==> src/rtl/cmdf_pkg.sv <==
package cmdf_pkg;

    // Number of top address bits copied from the ring base onto every fetch.
    localparam int CMDF_REGION_W = 3;

    typedef enum logic [1:0] {
        CMDF_IDLE  = 2'd0,
        CMDF_ISSUE = 2'd1,
        CMDF_WAIT  = 2'd2,
        CMDF_PUSH  = 2'd3
    } cmdf_state_e;

endpackage

==> src/rtl/cmdf_ring_geom.sv <==
// Turns the size selector into a word-offset mask: 2^(IDX_W - sel) words.
module cmdf_ring_geom #(
    parameter int SEL_W = 5,
    parameter int IDX_W = 25
) (
    input  logic [SEL_W-1:0] size_sel,
    output logic [IDX_W-1:0] off_mask
);

    logic [IDX_W:0] span;
    int             shamt;

    always_comb begin
        shamt = IDX_W - int'(size_sel);
        if (shamt <= 0) begin
            span     = (IDX_W+1)'(1);
        end else begin
            span     = (IDX_W+1)'(1) << shamt;
        end
        off_mask = IDX_W'(span - (IDX_W+1)'(1));
    end

endmodule

==> src/rtl/cmdf_addr_gen.sv <==
// Forms the fetch byte address; the base region is imposed on both sources.
module cmdf_addr_gen #(
    parameter int ADDR_W   = 32,
    parameter int IDX_W    = 25,
    parameter int REGION_W = 3
) (
    input  logic [ADDR_W-1:0] base,
    input  logic [IDX_W-1:0]  ring_off,
    input  logic [ADDR_W-1:0] ib_ptr,
    input  logic              use_ib,
    output logic [ADDR_W-1:0] fetch_addr
);

    localparam int LOW_W = ADDR_W - REGION_W;
    localparam logic [ADDR_W-1:0] LOW_MASK = {{REGION_W{1'b0}}, {LOW_W{1'b1}}};
    localparam logic [ADDR_W-1:0] WORD_ALIGN = ~ADDR_W'(3);

    logic [ADDR_W-1:0] ring_lin;
    logic [ADDR_W-1:0] pick;

    always_comb begin
        ring_lin   = base + (ADDR_W'(ring_off) << 2);
        pick       = use_ib ? (ib_ptr & WORD_ALIGN) : ring_lin;
        fetch_addr = (pick & LOW_MASK) | (base & ~LOW_MASK);
    end

endmodule

==> src/rtl/cmdf_wptr_track.sv <==
// Holds the current write index and the largest index ever written.
module cmdf_wptr_track #(
    parameter int IDX_W = 25
) (
    input  logic             clk,
    input  logic             rst_n,
    input  logic             upd_valid,
    input  logic [IDX_W-1:0] upd_idx,
    output logic [IDX_W-1:0] cur_idx,
    output logic [IDX_W-1:0] max_idx
);

    typedef struct packed {
        logic [IDX_W-1:0] cur;
        logic [IDX_W-1:0] top;
    } wtrack_t;

    wtrack_t wt_d, wt_q;

    always_comb begin
        wt_d = wt_q;
        if (upd_valid) begin
            wt_d.cur = upd_idx;
            if (upd_idx > wt_q.top) begin
                wt_d.top = upd_idx;
            end
        end
    end

    always_ff @(posedge clk or negedge rst_n) begin
        if (!rst_n) begin
            wt_q <= '0;
        end else begin
            wt_q <= wt_d;
        end
    end

    assign cur_idx = wt_q.cur;
    assign max_idx = wt_q.top;

endmodule

==> src/rtl/cmd_ring_fetch.sv <==
module cmd_ring_fetch
    import cmdf_pkg::*;
#(
    parameter int ADDR_W   = 32,
    parameter int DATA_W   = 32,
    parameter int SEL_W    = 5,
    parameter int IDX_W    = 25,
    parameter int LEN_W    = 16,
    parameter int REGION_W = CMDF_REGION_W
) (
    input  logic              clk,
    input  logic              rst_n,
    input  logic [ADDR_W-1:0] cfg_base,
    input  logic [SEL_W-1:0]  cfg_size_sel,
    input  logic              wr_idx_valid,
    input  logic [IDX_W-1:0]  wr_idx,
    output logic              mem_req_valid,
    output logic [ADDR_W-1:0] mem_req_addr,
    input  logic              mem_req_ready,
    input  logic              mem_rsp_valid,
    input  logic [DATA_W-1:0] mem_rsp_data,
    output logic              cmd_valid,
    output logic [DATA_W-1:0] cmd_data,
    output logic              cmd_indirect,
    input  logic              cmd_ready,
    input  logic              ib_start,
    input  logic [ADDR_W-1:0] ib_addr,
    input  logic [LEN_W-1:0]  ib_len,
    output logic              busy,
    output logic [IDX_W-1:0]  rd_idx,
    output logic [IDX_W-1:0]  wr_max
);

    localparam logic [ADDR_W-1:0] WORD_BYTES = ADDR_W'(4);

    typedef struct packed {
        cmdf_state_e       st;
        logic              ib_mode;
        logic [IDX_W-1:0]  ring_off;
        logic [IDX_W-1:0]  end_off;
        logic [IDX_W-1:0]  rd;
        logic [ADDR_W-1:0] ib_ptr;
        logic [LEN_W-1:0]  ib_left;
        logic [DATA_W-1:0] word;
    } fetch_t;

    fetch_t f_d, f_q;

    logic [IDX_W-1:0] off_mask;
    logic [IDX_W-1:0] wr_cur;
    logic [IDX_W-1:0] ring_next;
    logic             accept;

    cmdf_ring_geom #(
        .SEL_W (SEL_W),
        .IDX_W (IDX_W)
    ) u_geom (
        .size_sel (cfg_size_sel),
        .off_mask (off_mask)
    );

    cmdf_wptr_track #(
        .IDX_W (IDX_W)
    ) u_wtrack (
        .clk       (clk),
        .rst_n     (rst_n),
        .upd_valid (wr_idx_valid),
        .upd_idx   (wr_idx),
        .cur_idx   (wr_cur),
        .max_idx   (wr_max)
    );

    cmdf_addr_gen #(
        .ADDR_W   (ADDR_W),
        .IDX_W    (IDX_W),
        .REGION_W (REGION_W)
    ) u_agen (
        .base       (cfg_base),
        .ring_off   (f_q.ring_off),
        .ib_ptr     (f_q.ib_ptr),
        .use_ib     (f_q.ib_mode),
        .fetch_addr (mem_req_addr)
    );

    assign ring_next = (f_q.ring_off + IDX_W'(1)) & off_mask;
    assign accept    = (f_q.st == CMDF_PUSH) && cmd_ready;

    always_comb begin
        f_d = f_q;
        unique case (f_q.st)
            CMDF_IDLE: begin
                if (f_q.rd != wr_cur) begin
                    // Sample the end point; later updates wait for the next run.
                    f_d.end_off  = wr_cur;
                    f_d.ring_off = f_q.rd;
                    f_d.ib_mode  = 1'b0;
                    f_d.st       = CMDF_ISSUE;
                end
            end
            CMDF_ISSUE: begin
                if (mem_req_ready) begin
                    f_d.st = CMDF_WAIT;
                end
            end
            CMDF_WAIT: begin
                if (mem_rsp_valid) begin
                    f_d.word = mem_rsp_data;
                    f_d.st   = CMDF_PUSH;
                end
            end
            CMDF_PUSH: begin
                if (accept) begin
                    f_d.st = CMDF_ISSUE;
                    if (f_q.ib_mode) begin
                        // Indirect word: linear step, bounded by the count.
                        f_d.ib_ptr  = f_q.ib_ptr + WORD_BYTES;
                        f_d.ib_left = f_q.ib_left - LEN_W'(1);
                        if (f_q.ib_left == LEN_W'(1)) begin
                            f_d.ib_mode = 1'b0;
                            if (f_q.ring_off == f_q.end_off) begin
                                f_d.st = CMDF_IDLE;
                                f_d.rd = f_q.end_off;
                            end
                        end
                    end else begin
                        f_d.ring_off = ring_next;
                        if (ib_start && (ib_len != '0)) begin
                            f_d.ib_mode = 1'b1;
                            f_d.ib_ptr  = ib_addr;
                            f_d.ib_left = ib_len;
                        end else if (ring_next == f_q.end_off) begin
                            f_d.st = CMDF_IDLE;
                            f_d.rd = f_q.end_off;
                        end
                    end
                end
            end
            default: begin
                f_d.st = CMDF_IDLE;
            end
        endcase
    end

    always_ff @(posedge clk or negedge rst_n) begin
        if (!rst_n) begin
            f_q <= '0;
        end else begin
            f_q <= f_d;
        end
    end

    assign mem_req_valid = (f_q.st == CMDF_ISSUE);
    assign cmd_valid     = (f_q.st == CMDF_PUSH);
    assign cmd_data      = f_q.word;
    assign cmd_indirect  = f_q.ib_mode;
    assign busy          = (f_q.st != CMDF_IDLE);
    assign rd_idx        = f_q.rd;

endmodule

==> config.mk <==
export PLATFORM = sky130hd
export DESIGN_NAME = cmd_ring_fetch
export DESIGN_NICKNAME = d
export VERILOG_FILES = /design/src/rtl/cmdf_pkg.sv /design/src/rtl/cmdf_ring_geom.sv /design/src/rtl/cmdf_addr_gen.sv /design/src/rtl/cmdf_wptr_track.sv /design/src/rtl/cmd_ring_fetch.sv
export SDC_FILE = /design/constraint.sdc
export NUM_CORES = 1
export LEC_CHECK = 0
export ABC_AREA = 1
export BUFFER_PORTS_ARGS = -buffer_cell sky130_fd_sc_hd__buf_2
export CAP_MARGIN = 10
export CORE_AREA = 8 8 187 189
export DETAILED_ROUTE_END_ITERATION = 8
export DIE_AREA = 0 0 195 197
export GPL_TIMING_DRIVEN = 0
export PLACE_DENSITY = 0.72
export SLEW_MARGIN = 20
export SYNTH_ARGS = -nofsm -noshare
export SYNTH_HDL_FRONTEND = slang
export SYNTH_HIERARCHICAL = 1
export SYNTH_SLANG_ARGS = --single-unit
export TNS_END_PERCENT = 1
==> constraint.sdc <==
create_clock -name clk -period 2.5 [get_ports clk]
set_input_delay 0.125 -clock clk [delete_from_list [all_inputs] [get_ports clk]]
set_output_delay 0.125 -clock clk [all_outputs]
set_load 0.03 [all_outputs]
==> summary.txt <==
Finish
  • Share of layout cells above drive strength 1: 0.273
  • FILL cells: 2791
  • Layout Nets: 2853
  • Reg area: 5100 um2
  • Final cell count without fillers: 3069
  • Area Growth Syn to Fin: 32.2%
  • Final core utilization: 0.640
  • Area occupied by multi-input gates: 9490 um2

GRT
  • Total global-route track usage: 0.281
  • First-pass GRT wire length: about 87000 um
  • Largest net degree at the start of global routing: 103
  • Initial antenna violation count: 0
  • Vias in the first global route: 16400
  • GRT overflow: 0

Hold path
  • Hold WC Path Type: in -> async

Clock tree
  • Clock Latency Late Sink: 0.54 ns
  • Clk slew on worst S/H paths: 0.06 ns
  • Total CTS buffers: 25
  • Clock sink total: 203
  • CTS root buf: clkbuf_16
  • H-tree Lvls: 1
  • CTS tree: built
  • Max Root-Sink Buffers: 3

Floorplan
  • Die X: approximately 200 um
  • Core Area: between 30000 and 40000 um2
  • Io pins: 267
  • Full die area: 38400 um2
  • Initial Utilization: 0.484
  • Rows: 66
  • DIE HEIGHT: 197 um

Drt
  • Iteration-0 DRC Markers: ~1300
  • Vias per inst: 5.45
  • Routed WL: 56400 um
  • Avg WL per Cell: 18.4 um
  • Detailed Routing Iterations Pass 1: 6
  • Final ANT Viol Nets: 0
  • DRC viols: 0
  • Vias: approximately 17000

Critical path
  • Worst Reg-to-Reg Cells: 19
  • CP Capture Type: output pin
  • Critical path cell sequence: buf_4 -> ha_1 -> nand3_2 -> nand3_4 -> nand2_2 -> nand2_4 -> nand2_1 -> nand2_1 -> xor2_2 -> o21ai_2 -> buf_4
  • CP top delay family: simple AND/OR/NAND/NOR gates
  • R2R Path End: rd_idx[13]$_DFFE_PN0P_
  • Launch point of the worst reg-to-reg path: f_q[135]$_DFFE_PN0P_
  • Startpoint types: flip-flop
  • Worst path arrival time: 2.53 ns
  • Buf/Inv on CP: 2
  • Critical path class: reg -> out
  • CP max stage delay: 0.48 ns
  • Crit Path Max Fanout: 6
  • Reg2Reg Setup Slack: -0.12 ns
  • Crit-path slowest cell: dfrtp_2
  • Critical path data required time: 2.38 ns

Power and ir drop
  • Pwr per Cell Area: 904 nW/um2
  • P_leak: 10.3 nW
  • Worst vdd ir: around 0.93 mV

STA
  • Post-route setup slack: -0.152 ns
  • Fmax: about 380 MHz
  • Setup TNS: -4.99 ns
  • RSZ-0062 raised after global routing: true
  • Worst slew pin tran: 0.736 ns
  • Final setup fails: 48
  • Fin. Hold Viols: 0
  • Max-slew headroom: 0.510
  • Tcrit/Tclk final: 1.06
  • Clock Skew: 0.0129 ns
  • WHS: 0.0262 ns
  • Final Max Slew Viols: 0
  • Tmin final: 2.65 ns

Run status
  • Status: finished, violations left
  • Failing checks: negative setup slack

Place
  • DP HPWL: 42600 um
  • GP Congestion: 0.974
  • IO Port Bufs: 256
  • Post-Place Cells: 2889

Yosys
  • YS warnings: 6
  • Mapped Avg Cell Area: 6.97 um2
  • Syn Nets: 2433
  • Synth Cell Area: 15500 um2
  • Synthesized instance count: between 2000 and 2500

Run
  • Number of max-cap violations: 0
## cell type report
cell class	instances	area share
flip-flops and latches	203	0.249
multi-input cells	1619	0.463
clock inverters	5	0.00238
repair buffers	393	0.134
well taps	408	0.0249
clock buffers	39	0.0360
plain buffers	127	0.0397
diodes	1	0.000122
inverters	274	0.0505
## how the worst max path moves through the flow
stage	from	to	slack [ns]	cells past startpoint
3_3_place_gp	rst_n	cmd_data[24]$_DFFE_PN0P_	-2.33	1
5_1_grt	f_q[130]$_DFFE_PN0P_	rd_idx[20]$_DFFE_PN0P_	-0.26	17
2_1_floorplan	cfg_size_sel[1]	rd_idx[13]$_DFFE_PN0P_	0.004	25
4_1_cts	f_q[139]$_DFFE_PN0P_	mem_req_addr[17]	-0.16	10
6_report	f_q[131]$_DFFE_PN0P_	mem_req_addr[17]	-0.15	11
3_5_place_dp	cfg_size_sel[1]	rd_idx[16]$_DFFE_PN0P_	-0.95	23
## state kept, by name, indices dropped and copies added, names as in the netlist
signal,flops
cmd_indirect,1
rd_idx,25
cmd_data,32
u_wtrack/max_idx,25
f_q,95
u_wtrack/cur_idx,25
## layer usage
metal | global-route usage | wire [um]
met1 | 0.358 | 22800
met2 | 0.470 | 26400
met3 | 0.0524 | 4860
met4 | 0.108 | 2400
met5 | 0 | 0
## cell usage in the layout, fill, tap and decap left out, drive strengths merged, types with 3 or more instances in the layout
| master | instances |
|---|---|
| dfrtp | 203 |
| dlygate4sd3 | 98 |
| clkinv | 6 |
| nor4 | 12 |
| nor3 | 22 |
| o211ai | 9 |
| ha | 60 |
| nand3 | 210 |
| o21bai | 4 |
| buf | 382 |
| a22oi | 3 |
| or2 | 11 |
| mux2 | 58 |
| o21ai | 125 |
| nand2 | 654 |
| nor2 | 224 |
| a31oi | 6 |
| clkbuf | 79 |
| nand4 | 52 |
| a21oi | 72 |
| xnor2 | 12 |
| inv | 271 |
| o22ai | 11 |
| xor2 | 50 |
| o31ai | 5 |
## through the flow
step / setup WS, ns / power, mW / cell area (um2)
6_report: -0.152 / 18.5 / 20500
5_1_grt: -0.260 / 19.7 / 20500
4_1_cts: -0.162 / 18.2 / 19800
3_5_place_dp: -0.951 / 14.2 / 17400
3_3_place_gp: -2.33 / 14.0 / 17300
2_1_floorplan: 0.00417 / 11.3 / 15500
## worst reg2reg max path: stages (launching register included)
cell and delay, ns:
dfrtp_1 0.37, buf_4 0.18, nand2_1 0.14, nor2_4 0.17
nand2_4 0.12, nor2_4 0.19, nand2_1 0.07, nand2_1 0.08
nand3_1 0.09, nand2_1 0.08, nand2_2 0.07, nor2_4 0.12
nand2_2 0.09, nor2_4 0.09, nand2_2 0.10, nand2_4 0.17
nand2_8 0.11, buf_4 0.18, nand2_1 0.05, nand2_1 0.05
## power by group
group / leakage (nW) / switching [mW] / internal [mW]
logic: 7.49 / 6.19 / 3.34
clock network: 0.379 / 1.46 / 2.03
registers: 2.47 / 1.14 / 4.38
total: 10.3 / 8.78 / 9.75
## repair_timing
item	in CTS	in global routing
hold buffers	98	0
resized for setup	123	138
cloned	0	3
buffers inserted	11	23
pin swaps	13	51
endpoints found under the hold margin	223	0
setup endpoints to repair	83	94
Note: power is estimated with default switching activity, not from simulation.
